## src/rtl/spwm_pkg.sv

```systemverilog
package spwm_pkg;

    // Word addresses (byte offset / 4)
    localparam int WA_ACT_PER = 2;
    localparam int WA_ACT_CMP = 3;
    localparam int WA_SHD_PER = 4;
    localparam int WA_SHD_CMP = 5;
    localparam int WA_CTRL    = 10;

    // Number of period/compare words, active pair first, then shadow pair
    localparam int NUM_TIMING_REGS = 4;
    localparam int NUM_ACTIVE      = 2;

    // Control register sits in byte lanes 2 and 3 of its word
    localparam int CTRL_W       = 16;
    localparam int CTRL_LANE_LO = 2;

    // Control bit positions
    localparam int CB_RUN     = 4;
    localparam int CB_SYNC_LO = 6;
    localparam int CB_SYNC_HI = 7;
    localparam int CB_MODE    = 9;
    localparam int CB_POL     = 10;

    typedef enum logic [1:0] {
        WV_OFF  = 2'b00,
        WV_HIGH = 2'b01,
        WV_LOW  = 2'b10
    } wave_state_e;

    typedef struct packed {
        logic mode;
        logic pol;
        logic run;
        logic sync_dis;
    } ctrl_dec_t;

    function automatic ctrl_dec_t decode_ctrl(input logic [CTRL_W-1:0] c);
        ctrl_dec_t d;
        d.mode     = c[CB_MODE];
        d.pol      = c[CB_POL];
        d.run      = c[CB_RUN];
        d.sync_dis = c[CB_SYNC_HI] & c[CB_SYNC_LO];
        return d;
    endfunction

endpackage

```

## src/rtl/spwm_regs.sv

```systemverilog
module spwm_regs
    import spwm_pkg::*;
#(
    parameter int DATA_W = 32,
    parameter int ADDR_W = 4
) (
    input  logic                 clk,
    input  logic                 rst_n,
    input  logic                 wr_en,
    input  logic [ADDR_W-1:0]    wr_addr,
    input  logic [DATA_W-1:0]    wr_data,
    input  logic [DATA_W/8-1:0]  wr_strb,
    input  logic [ADDR_W-1:0]    rd_addr,
    output logic [DATA_W-1:0]    rd_data,
    input  logic                 wrap,
    output logic [DATA_W-1:0]    act_per,
    output logic [DATA_W-1:0]    act_cmp,
    output logic [CTRL_W-1:0]    ctrl
);

    localparam int NLANE = DATA_W / 8;

    logic [DATA_W-1:0]          tim_q [NUM_TIMING_REGS];
    logic [NUM_TIMING_REGS-1:0] tim_hit;
    logic                       ctrl_hit;
    logic [CTRL_W-1:0]          ctrl_q;

    function automatic logic [DATA_W-1:0] lane_merge(
        input logic [DATA_W-1:0] old_v,
        input logic [DATA_W-1:0] new_v,
        input logic [NLANE-1:0]  strb
    );
        logic [DATA_W-1:0] r;
        r = old_v;
        for (int b = 0; b < NLANE; b++) begin
            if (strb[b]) r[b*8 +: 8] = new_v[b*8 +: 8];
        end
        return r;
    endfunction

    // One decoded write strobe per timing word
    for (genvar i = 0; i < NUM_TIMING_REGS; i++) begin : g_hit
        assign tim_hit[i] = wr_en && (|wr_strb) &&
                            (wr_addr == ADDR_W'(WA_ACT_PER + i));
    end

    assign ctrl_hit = wr_en && (wr_addr == ADDR_W'(WA_CTRL));

    // Timing words: bus write first, then wrap copy for the active pair
    always_ff @(posedge clk or negedge rst_n) begin
        if (!rst_n) begin
            for (int i = 0; i < NUM_TIMING_REGS; i++) tim_q[i] <= '0;
        end else begin
            for (int i = 0; i < NUM_TIMING_REGS; i++) begin
                if (tim_hit[i]) begin
                    tim_q[i] <= lane_merge(tim_q[i], wr_data, wr_strb);
                end else if ((i < NUM_ACTIVE) && wrap) begin
                    tim_q[i] <= tim_q[(i + NUM_ACTIVE) % NUM_TIMING_REGS];
                end
            end
        end
    end

    always_ff @(posedge clk or negedge rst_n) begin
        if (!rst_n) begin
            ctrl_q <= '0;
        end else if (ctrl_hit) begin
            if (wr_strb[CTRL_LANE_LO])
                ctrl_q[7:0]  <= wr_data[8*CTRL_LANE_LO +: 8];
            if (wr_strb[CTRL_LANE_LO+1])
                ctrl_q[15:8] <= wr_data[8*(CTRL_LANE_LO+1) +: 8];
        end
    end

    always_comb begin
        rd_data = '0;
        case (rd_addr)
            ADDR_W'(WA_ACT_PER): rd_data = tim_q[0];
            ADDR_W'(WA_ACT_CMP): rd_data = tim_q[1];
            ADDR_W'(WA_SHD_PER): rd_data = tim_q[2];
            ADDR_W'(WA_SHD_CMP): rd_data = tim_q[3];
            ADDR_W'(WA_CTRL):    rd_data[8*CTRL_LANE_LO +: CTRL_W] = ctrl_q;
            default:             rd_data = '0;
        endcase
    end

    assign act_per = tim_q[0];
    assign act_cmp = tim_q[1];
    assign ctrl    = ctrl_q;

    AST_ACT_PER_QUIET: assert property (@(posedge clk) disable iff (!rst_n)
        (!wrap && !tim_hit[0]) |=> $stable(tim_q[0]));
    AST_ACT_CMP_QUIET: assert property (@(posedge clk) disable iff (!rst_n)
        (!wrap && !tim_hit[1]) |=> $stable(tim_q[1]));

endmodule

```

## src/rtl/spwm_timebase.sv

```systemverilog
module spwm_timebase #(
    parameter int DATA_W = 32
) (
    input  logic              clk,
    input  logic              rst_n,
    input  logic              run,
    input  logic              sync_in,
    input  logic              sync_dis,
    input  logic [DATA_W-1:0] per,
    output logic [DATA_W-1:0] cnt,
    output logic              wrap
);

    logic [DATA_W-1:0] cnt_q;
    logic              sync_hit;

    always_comb begin
        sync_hit = run && sync_in && !sync_dis;
        // >= so a period shortened below the count still wraps at once
        wrap     = run && !sync_hit && (cnt_q >= per);
    end

    always_ff @(posedge clk or negedge rst_n) begin
        if (!rst_n) begin
            cnt_q <= '0;
        end else if (run) begin
            if (sync_hit || wrap) cnt_q <= '0;
            else                  cnt_q <= cnt_q + 1'b1;
        end
    end

    assign cnt = cnt_q;

    AST_HOLD_STOPPED: assert property (@(posedge clk) disable iff (!rst_n)
        !run |=> $stable(cnt_q));
    AST_STEP_OR_ZERO: assert property (@(posedge clk) disable iff (!rst_n)
        run |=> ((cnt_q == $past(cnt_q) + 1'b1) || (cnt_q == '0)));
    AST_SYNC_IGNORED: assert property (@(posedge clk) disable iff (!rst_n)
        (run && sync_dis && (cnt_q < per)) |=> (cnt_q == $past(cnt_q) + 1'b1));

endmodule

```

## src/rtl/spwm_wave.sv

```systemverilog
module spwm_wave
    import spwm_pkg::*;
#(
    parameter int DATA_W = 32
) (
    input  logic              clk,
    input  logic              rst_n,
    input  logic [DATA_W-1:0] cnt,
    input  logic [DATA_W-1:0] cmp,
    input  logic              mode,
    input  logic              pol,
    output logic              pwm_out
);

    wave_state_e state_q, state_d;
    logic        in_phase;

    always_comb begin
        in_phase = (cnt < cmp);
        if (!mode)                state_d = WV_OFF;
        else if (in_phase ^ pol)  state_d = WV_HIGH;
        else                      state_d = WV_LOW;
    end

    // State register
    always_ff @(posedge clk or negedge rst_n) begin
        if (!rst_n) state_q <= WV_OFF;
        else        state_q <= state_d;
    end

    // Output decode
    always_comb begin
        unique case (state_q)
            WV_OFF:  pwm_out = 1'b0;
            WV_HIGH: pwm_out = 1'b1;
            WV_LOW:  pwm_out = 1'b0;
            default: pwm_out = 1'b0;
        endcase
    end

    AST_FORCED_LOW: assert property (@(posedge clk) disable iff (!rst_n)
        !mode |=> !pwm_out);

endmodule

```

## src/rtl/shadow_pwm.sv

```systemverilog
module shadow_pwm
    import spwm_pkg::*;
#(
    parameter int DATA_W = 32,
    parameter int ADDR_W = 4
) (
    input  logic                clk,
    input  logic                rst_n,
    input  logic                wr_en,
    input  logic [ADDR_W-1:0]   wr_addr,
    input  logic [DATA_W-1:0]   wr_data,
    input  logic [DATA_W/8-1:0] wr_strb,
    input  logic [ADDR_W-1:0]   rd_addr,
    output logic [DATA_W-1:0]   rd_data,
    input  logic                sync_in,
    output logic                pwm_out
);

    logic [DATA_W-1:0] act_per;
    logic [DATA_W-1:0] act_cmp;
    logic [DATA_W-1:0] cnt;
    logic [CTRL_W-1:0] ctrl;
    logic              wrap;
    ctrl_dec_t         dec;

    assign dec = decode_ctrl(ctrl);

    spwm_regs #(.DATA_W(DATA_W), .ADDR_W(ADDR_W)) u_regs (
        .clk     (clk),
        .rst_n   (rst_n),
        .wr_en   (wr_en),
        .wr_addr (wr_addr),
        .wr_data (wr_data),
        .wr_strb (wr_strb),
        .rd_addr (rd_addr),
        .rd_data (rd_data),
        .wrap    (wrap),
        .act_per (act_per),
        .act_cmp (act_cmp),
        .ctrl    (ctrl)
    );

    spwm_timebase #(.DATA_W(DATA_W)) u_tb (
        .clk      (clk),
        .rst_n    (rst_n),
        .run      (dec.run),
        .sync_in  (sync_in),
        .sync_dis (dec.sync_dis),
        .per      (act_per),
        .cnt      (cnt),
        .wrap     (wrap)
    );

    spwm_wave #(.DATA_W(DATA_W)) u_wave (
        .clk     (clk),
        .rst_n   (rst_n),
        .cnt     (cnt),
        .cmp     (act_cmp),
        .mode    (dec.mode),
        .pol     (dec.pol),
        .pwm_out (pwm_out)
    );

endmodule

```

## config.mk

```make
export PLATFORM = sky130hd
export DESIGN_NAME = shadow_pwm
export DESIGN_NICKNAME = d
export VERILOG_FILES = /design/src/rtl/spwm_pkg.sv /design/src/rtl/spwm_regs.sv /design/src/rtl/spwm_timebase.sv /design/src/rtl/spwm_wave.sv /design/src/rtl/shadow_pwm.sv
export SDC_FILE = /design/constraint.sdc
export NUM_CORES = 1
export LEC_CHECK = 0
export BUFFER_PORTS_ARGS = -buffer_cell sky130_fd_sc_hd__buf_2
export CAP_MARGIN = 20
export CORE_UTILIZATION = 65
export CTS_CLUSTER_DIAMETER = 150
export DETAILED_ROUTE_END_ITERATION = 8
export GPL_ROUTABILITY_DRIVEN = 1
export MAX_ROUTING_LAYER = met4
export PLACE_DENSITY = 0.92
export SETUP_SLACK_MARGIN = 0.02
export SYNTH_ARGS = -nofsm -noshare
export SYNTH_HDL_FRONTEND = slang
export SYNTH_SLANG_ARGS = --single-unit
```

## constraint.sdc

```tcl
create_clock -name clk -period 3.9 [get_ports clk]
set_input_delay 0.39 -clock clk [delete_from_list [all_inputs] [get_ports clk]]
set_output_delay 0.39 -clock clk [all_outputs]
set_load 0.02 [all_outputs]
```

Yosys cells after proc, flatten, opt, wreduce, memory -nomap -nowiden. Index checks and enable logic that the tools add are counted.

Add/subtract/negate cells: 1. $lt $le $gt $ge: 2. Equal/unequal tests: 19. Multiplexer cells: 14. Bitwise gates (word level): 2. Reduce and logical (&&, ||, !) cells: 34.

Operators by type and width (number): $mux W32 (5); $pmux W16 S5 (1); $pmux W16 S4 (1); $reduce_and A2 Y1 (18); $add A32 B1 Y32 const B (1); $ge A32 B32 Y1 (1); $lt A32 B32 Y1 (1); $mux W8 (4); $eq A4 B2 Y1 const B (4); $eq A4 B3 Y1 const B (4); $ne A2 B2 Y1 const B (8); $logic_and A1 B1 Y1 (10); $eq A4 B4 Y1 const B (2); $mux W2 (2); $reduce_bool A2 Y1 (2); $reduce_or A4 Y1 (1); $eq A2 B1 Y1 const B (1); $logic_not A1 Y1 (2); $and A1 B1 Y1 (1); $logic_or A1 B1 Y1 (1); $mux W1 (1); $xor A1 B1 Y1 (1).

Flip-flop bits (word level): 178. Bits of input ports: 48.

Longest topological paths before layout.
Depth after elaboration: 8. Depth in mapped cells: 10. Mapped depth without buffers: 8.

Hierarchy. A second synthesis with hierarchy kept.

Cell total of the unflattened synthesis: 988. Area total of the unflattened synthesis: 10581.4 sq um.

Modules (own cells, without submodules): spwm_regs (times used 1, cells each 599, area each 7289.5 sq um); spwm_timebase (times used 1, cells each 274, area each 2381.0 sq um); spwm_wave (times used 1, cells each 114, area each 904.6 sq um); shadow_pwm (times used 1, cells each 1, area each 6.3 sq um).

Worst setup path after synthesis. Ideal clock, no wire load.

Kind: reg2reg. Start point: register u_tb.cnt_q[30], in the netlist u_tb.cnt[30]. End point: register u_tb.cnt_q[10], in the netlist u_tb.cnt[10]. Library setup time: 0.119 ns. Arrival: 2.175 ns. Data required time: 3.781 ns. Setup slack: 1.606 ns. Cell stages (with the launch flop): 10. Buffers on the path: 2. Cells stage by stage: dfrtp_1 > ha_1 > nand4_2 > nor4_2 > nand2_1 > and3_1 > buf_6 > a31oi_4 > buf_6 > nor2_1.

Longest elaborated chain between the ends: 4.

Ends and longest elaborated chain: start, declared (line spwm_timebase.sv:14) `logic [DATA_W-1:0] cnt_q;`; start signal, assigned (line spwm_timebase.sv:28) `else cnt_q <= cnt_q + 1'b1;`; $ge A32 B32 Y1 (line spwm_timebase.sv:20) `wrap = run && !sync_hit && (cnt_q >= per);`; $logic_and A1 B1 Y1 (line spwm_timebase.sv:20); $logic_or A1 B1 Y1 (line spwm_timebase.sv:27) `if (sync_hit || wrap) cnt_q <= '0;`; $mux W32 (line spwm_timebase.sv:27).

No other way between the ends. A chain may end at the register's enable or synchronous reset.

Worst setup path in the final report.
Start point: register u_regs.tim_q, in the netlist u_regs.act_per[27]. End point: register u_tb.cnt_q[15], in the netlist u_tb.cnt[15].

Longest elaborated chain between the ends: 4.

Ends and longest elaborated chain: start, declared (line spwm_regs.sv:23) `logic [DATA_W-1:0] tim_q [NUM_TIMING_REGS];`; start signal, assigned by index (line spwm_regs.sv:56) `tim_q[i] <= lane_merge(tim_q[i], wr_data, wr_strb);`; start signal, assigned by index (line spwm_regs.sv:58) `tim_q[i] <= tim_q[(i + NUM_ACTIVE) % NUM_TIMING_REGS];`; $ge A32 B32 Y1 (line spwm_timebase.sv:20); $logic_and A1 B1 Y1 (line spwm_timebase.sv:20); $logic_or A1 B1 Y1 (line spwm_timebase.sv:27); $mux W32 (line spwm_timebase.sv:27).

No other way between the ends.

==> results.toml <==
[outcome]
status = "completed"

[layout]
multiInputGateArea_um2 = 5370
fin_util = 0.753
syn_to_final_growth_pct = 12.7
final_nets = 1126
seq_area_um2 = 4450
fillers = 951
drive_gt1_frac = 0.349

[floorplanning]
start_util = 0.668
dieHeight_um = 127
ios = 81
die_w_um = 127
num_rows = 45
dieArea_um2 = 16200
core_area_um2 = 15300

[critical_path]
path_class = "flop to flop"
path_cells = "inv_1 -> ha_1 -> nand4_1 -> nor4_2 -> nand2_1 -> and3_1 -> a31oi_4 -> nor2_1"
crit_path_max_fanout = 28
cp.arrival_ns = 3.48
crit_path_top_delay_cell = "a31oi_4"
end_kind = "flop"
worstPathRequired_ns = 4.18
critPathMaxStageDelay_ns = 0.79
worst_setup_path_start_kind = "flop"

[clock_network]
cts_max_level = 4
clk_pin_slew_ns = 0.07
cts.sinks = 178
root_buffer = "clkbuf_16"
cts_resized = 0
clk_latency_ns = 0.44
post_cts_buffers = 0
cts_max_path_buffers = 2
cts_buffers = 17
ctsHoldBuffers = 0
cts_tree = "built"

[pwr]
seqPwrFrac = 0.452
swShare = 0.327
leakagePower_nw = 5.30
power.density_nw_per_um2 = 511
clkPwrFrac = 0.303
p_sw_mw = 1.92
combPwrFrac = 0.244
p_int_mw = 3.94
power_mw = 5.86
vdd_ir_drop_max_uv = 329

[timing]
final_max_slew_viol_count = 0
rsz0062_at_grt = "false"
setup_violations = 0
finalCritPeriodShare = 0.820
tns_ns = 0
final.setup_skew_ns = 0.00783
hold_viol = 0
fin_hold_ws_ns = 0.0508
fin_ws_ns = 0.701
tightest_slew_ns = 1.05
slew_headroom = 0.297
fin_crit_ns = 3.20
max_freq_ghz = 0.313

[synth]
syn_nets = 1045
syn_area_um2 = 10200
yosysMostFrequentCell = "dfrtp_1"
synth_top_cell_by_area = "dfrtp_1"
netlist_top_cells_count = "178 x dfrtp_1, 80 x mux2_2, 77 x nand2_1"
synth_flop_cell = "dfrtp_1"
synth_area_leaders = "dfrtp_1 44%, mux2_2 8.8%, ha_1 7.9%, o221a_2 6.6%, or2_2 3.9%"
ys_seq_elements = 178
synthArstFlopShare = 1.00
synth.distinct_cells = 58
syn_area_per_cell_um2 = 10.9
netlist_instances = 933
seq_area_frac_synth = 0.437
synth_top_area_share = 0.437
yosysWarnings = 0
synth_edf_count = 0

[detailed_routing]
drc = 0
postRouteAntennaNets = 0
first_pass_iters = 9
vias_per_cell = 6.75
vias = 8362
drt_iter0_markers = 993
wl_um = 27900
routedWlPerCell_um = 22.5

[place]
numPortBuffers = 80
post-dp-hpwl_um = 18500
place_congestion = 0.898
dpl_worst_slack_ns = 0.781

[global_route]
antenna_found_initial = 1
grt_pass1_vias = 8389
gr-total-overflow = 0
grt_max_degree = 98
grt.total_usage = 0.371
grt_first_pass_wirelength_um = 44600

[run]
drv_cap = 0

[min_path]
hold_class = "input port to async pin"
## cells by family (layout without fill, tap and decap cells)
group / count (synthesis) / count (layout) / synth area share
buf+inv: 99 / 193 / 0.0406
fa+ha+maj: 64 / 64 / 0.0785
simple gates: 273 / 273 / 0.146
compound gates: 209 / 209 / 0.184
mux: 82 / 82 / 0.0903
xor+xnor: 28 / 28 / 0.0241
flops: 178 / 178 / 0.437
other cells: 0 / 1 / 0
## cell usage in the layout, fill, tap and decap left out, types with 7 or more instances in the layout
| cell | instances |
|---|---|
| and3_1 | 8 |
| nand2_1 | 77 |
| inv_1 | 69 |
| ha_1 | 64 |
| nor2_1 | 40 |
| dfrtp_1 | 178 |
| xnor2_1 | 11 |
| a222oi_1 | 16 |
| a31oi_4 | 9 |
| o21ai_0 | 14 |
| a22oi_1 | 48 |
| o221a_2 | 60 |
| a21oi_1 | 32 |
| clkbuf_16 | 17 |
| or2_2 | 64 |
| buf_2 | 79 |
| nor2b_1 | 7 |
| buf_4 | 9 |
| xor2_1 | 17 |
| nand4_1 | 18 |
| nand3_1 | 11 |
| mux2_2 | 80 |
| and4_1 | 9 |
## sequential cells by signal (all words and copies together), names as in the netlist
| signal | cells |
|---|---|
| u_regs.act_cmp | 32 |
| u_regs.act_per | 32 |
| u_tb.cnt | 32 |
| u_wave.state_q | 2 |
| u_regs.tim_q | 64 |
| u_regs.ctrl | 16 |
## cell type report
type / count / area share
Sequential cell: 178 / 0.388
Clock buffer: 22 / 0.0422
Multi-Input combinational cell: 656 / 0.467
Clock inverter: 10 / 0.0106
Timing Repair Buffer: 92 / 0.0465
Tap cell: 211 / 0.0230
Antenna cell: 1 / 0.000218
Inverter: 69 / 0.0225
## metal layers
layer | GRT usage | wire length (um) | vias up
li1 | - | - | 3647
met1 | 0.479 | 11100 | 4093
met2 | 0.569 | 13200 | 519
met3 | 0.0695 | 2540 | 103
met4 | 0.179 | 1060 | 0
met5 | - | 0 | -
## path summary, 6_finish.rpt
| kind | start | endpoint | slack (ns) | depth (start not counted) |
|---|---|---|---|---|
| worst max-delay path | u_regs.act_per[27]$_DFFE_PN0P_ | u_tb.cnt[15]$_DFFE_PN0P_ | 0.70 | 8 |
| worst min-delay path | rst_n | u_regs.tim_q[34]$_DFFE_PN0P_ | 0.05 | 1 |
| min in group clk | wr_data[3] | u_regs.tim_q[3]$_DFFE_PN0P_ | 0.22 | 2 |
| worst min register to register | u_regs.ctrl[1]$_DFFE_PN0P_ | u_regs.ctrl[1]$_DFFE_PN0P_ | 0.51 | 1 |
| max in group asynchronous | rst_n | u_regs.act_per[14]$_DFFE_PN0P_ | 2.95 | 2 |
| worst max register to register | u_regs.act_per[27]$_DFFE_PN0P_ | u_tb.cnt[15]$_DFFE_PN0P_ | 0.70 | 8 |
## power by group through the flow
stage	logic, mW	registers [mW]	clock network, mW
floorplan	1.04	2.51	0
global placement	1.31	2.62	0
detailed placement	1.38	2.65	0
CTS	1.42	2.63	1.77
global route	1.58	2.69	1.85
finish	1.43	2.65	1.78
## metrics by stage
| step | instances | area (um^2) |
|---|---|---|
| floorplan | 933 | 10200 |
| global placement | 1206 | 10900 |
| detailed placement | 1206 | 10900 |
| CTS | 1238 | 11500 |
| global route | 1239 | 11500 |
| finish | 1239 | 11500 |
## critical path, delay by kind of cell (launching register included)
kind,cells,cell delay [ns]
compound gates,1,0.79
fa+ha+maj,1,0.32
buf+inv,1,0.07
flops,1,0.43
simple gates,5,1.43
Power figures use the tool's default switching activity.
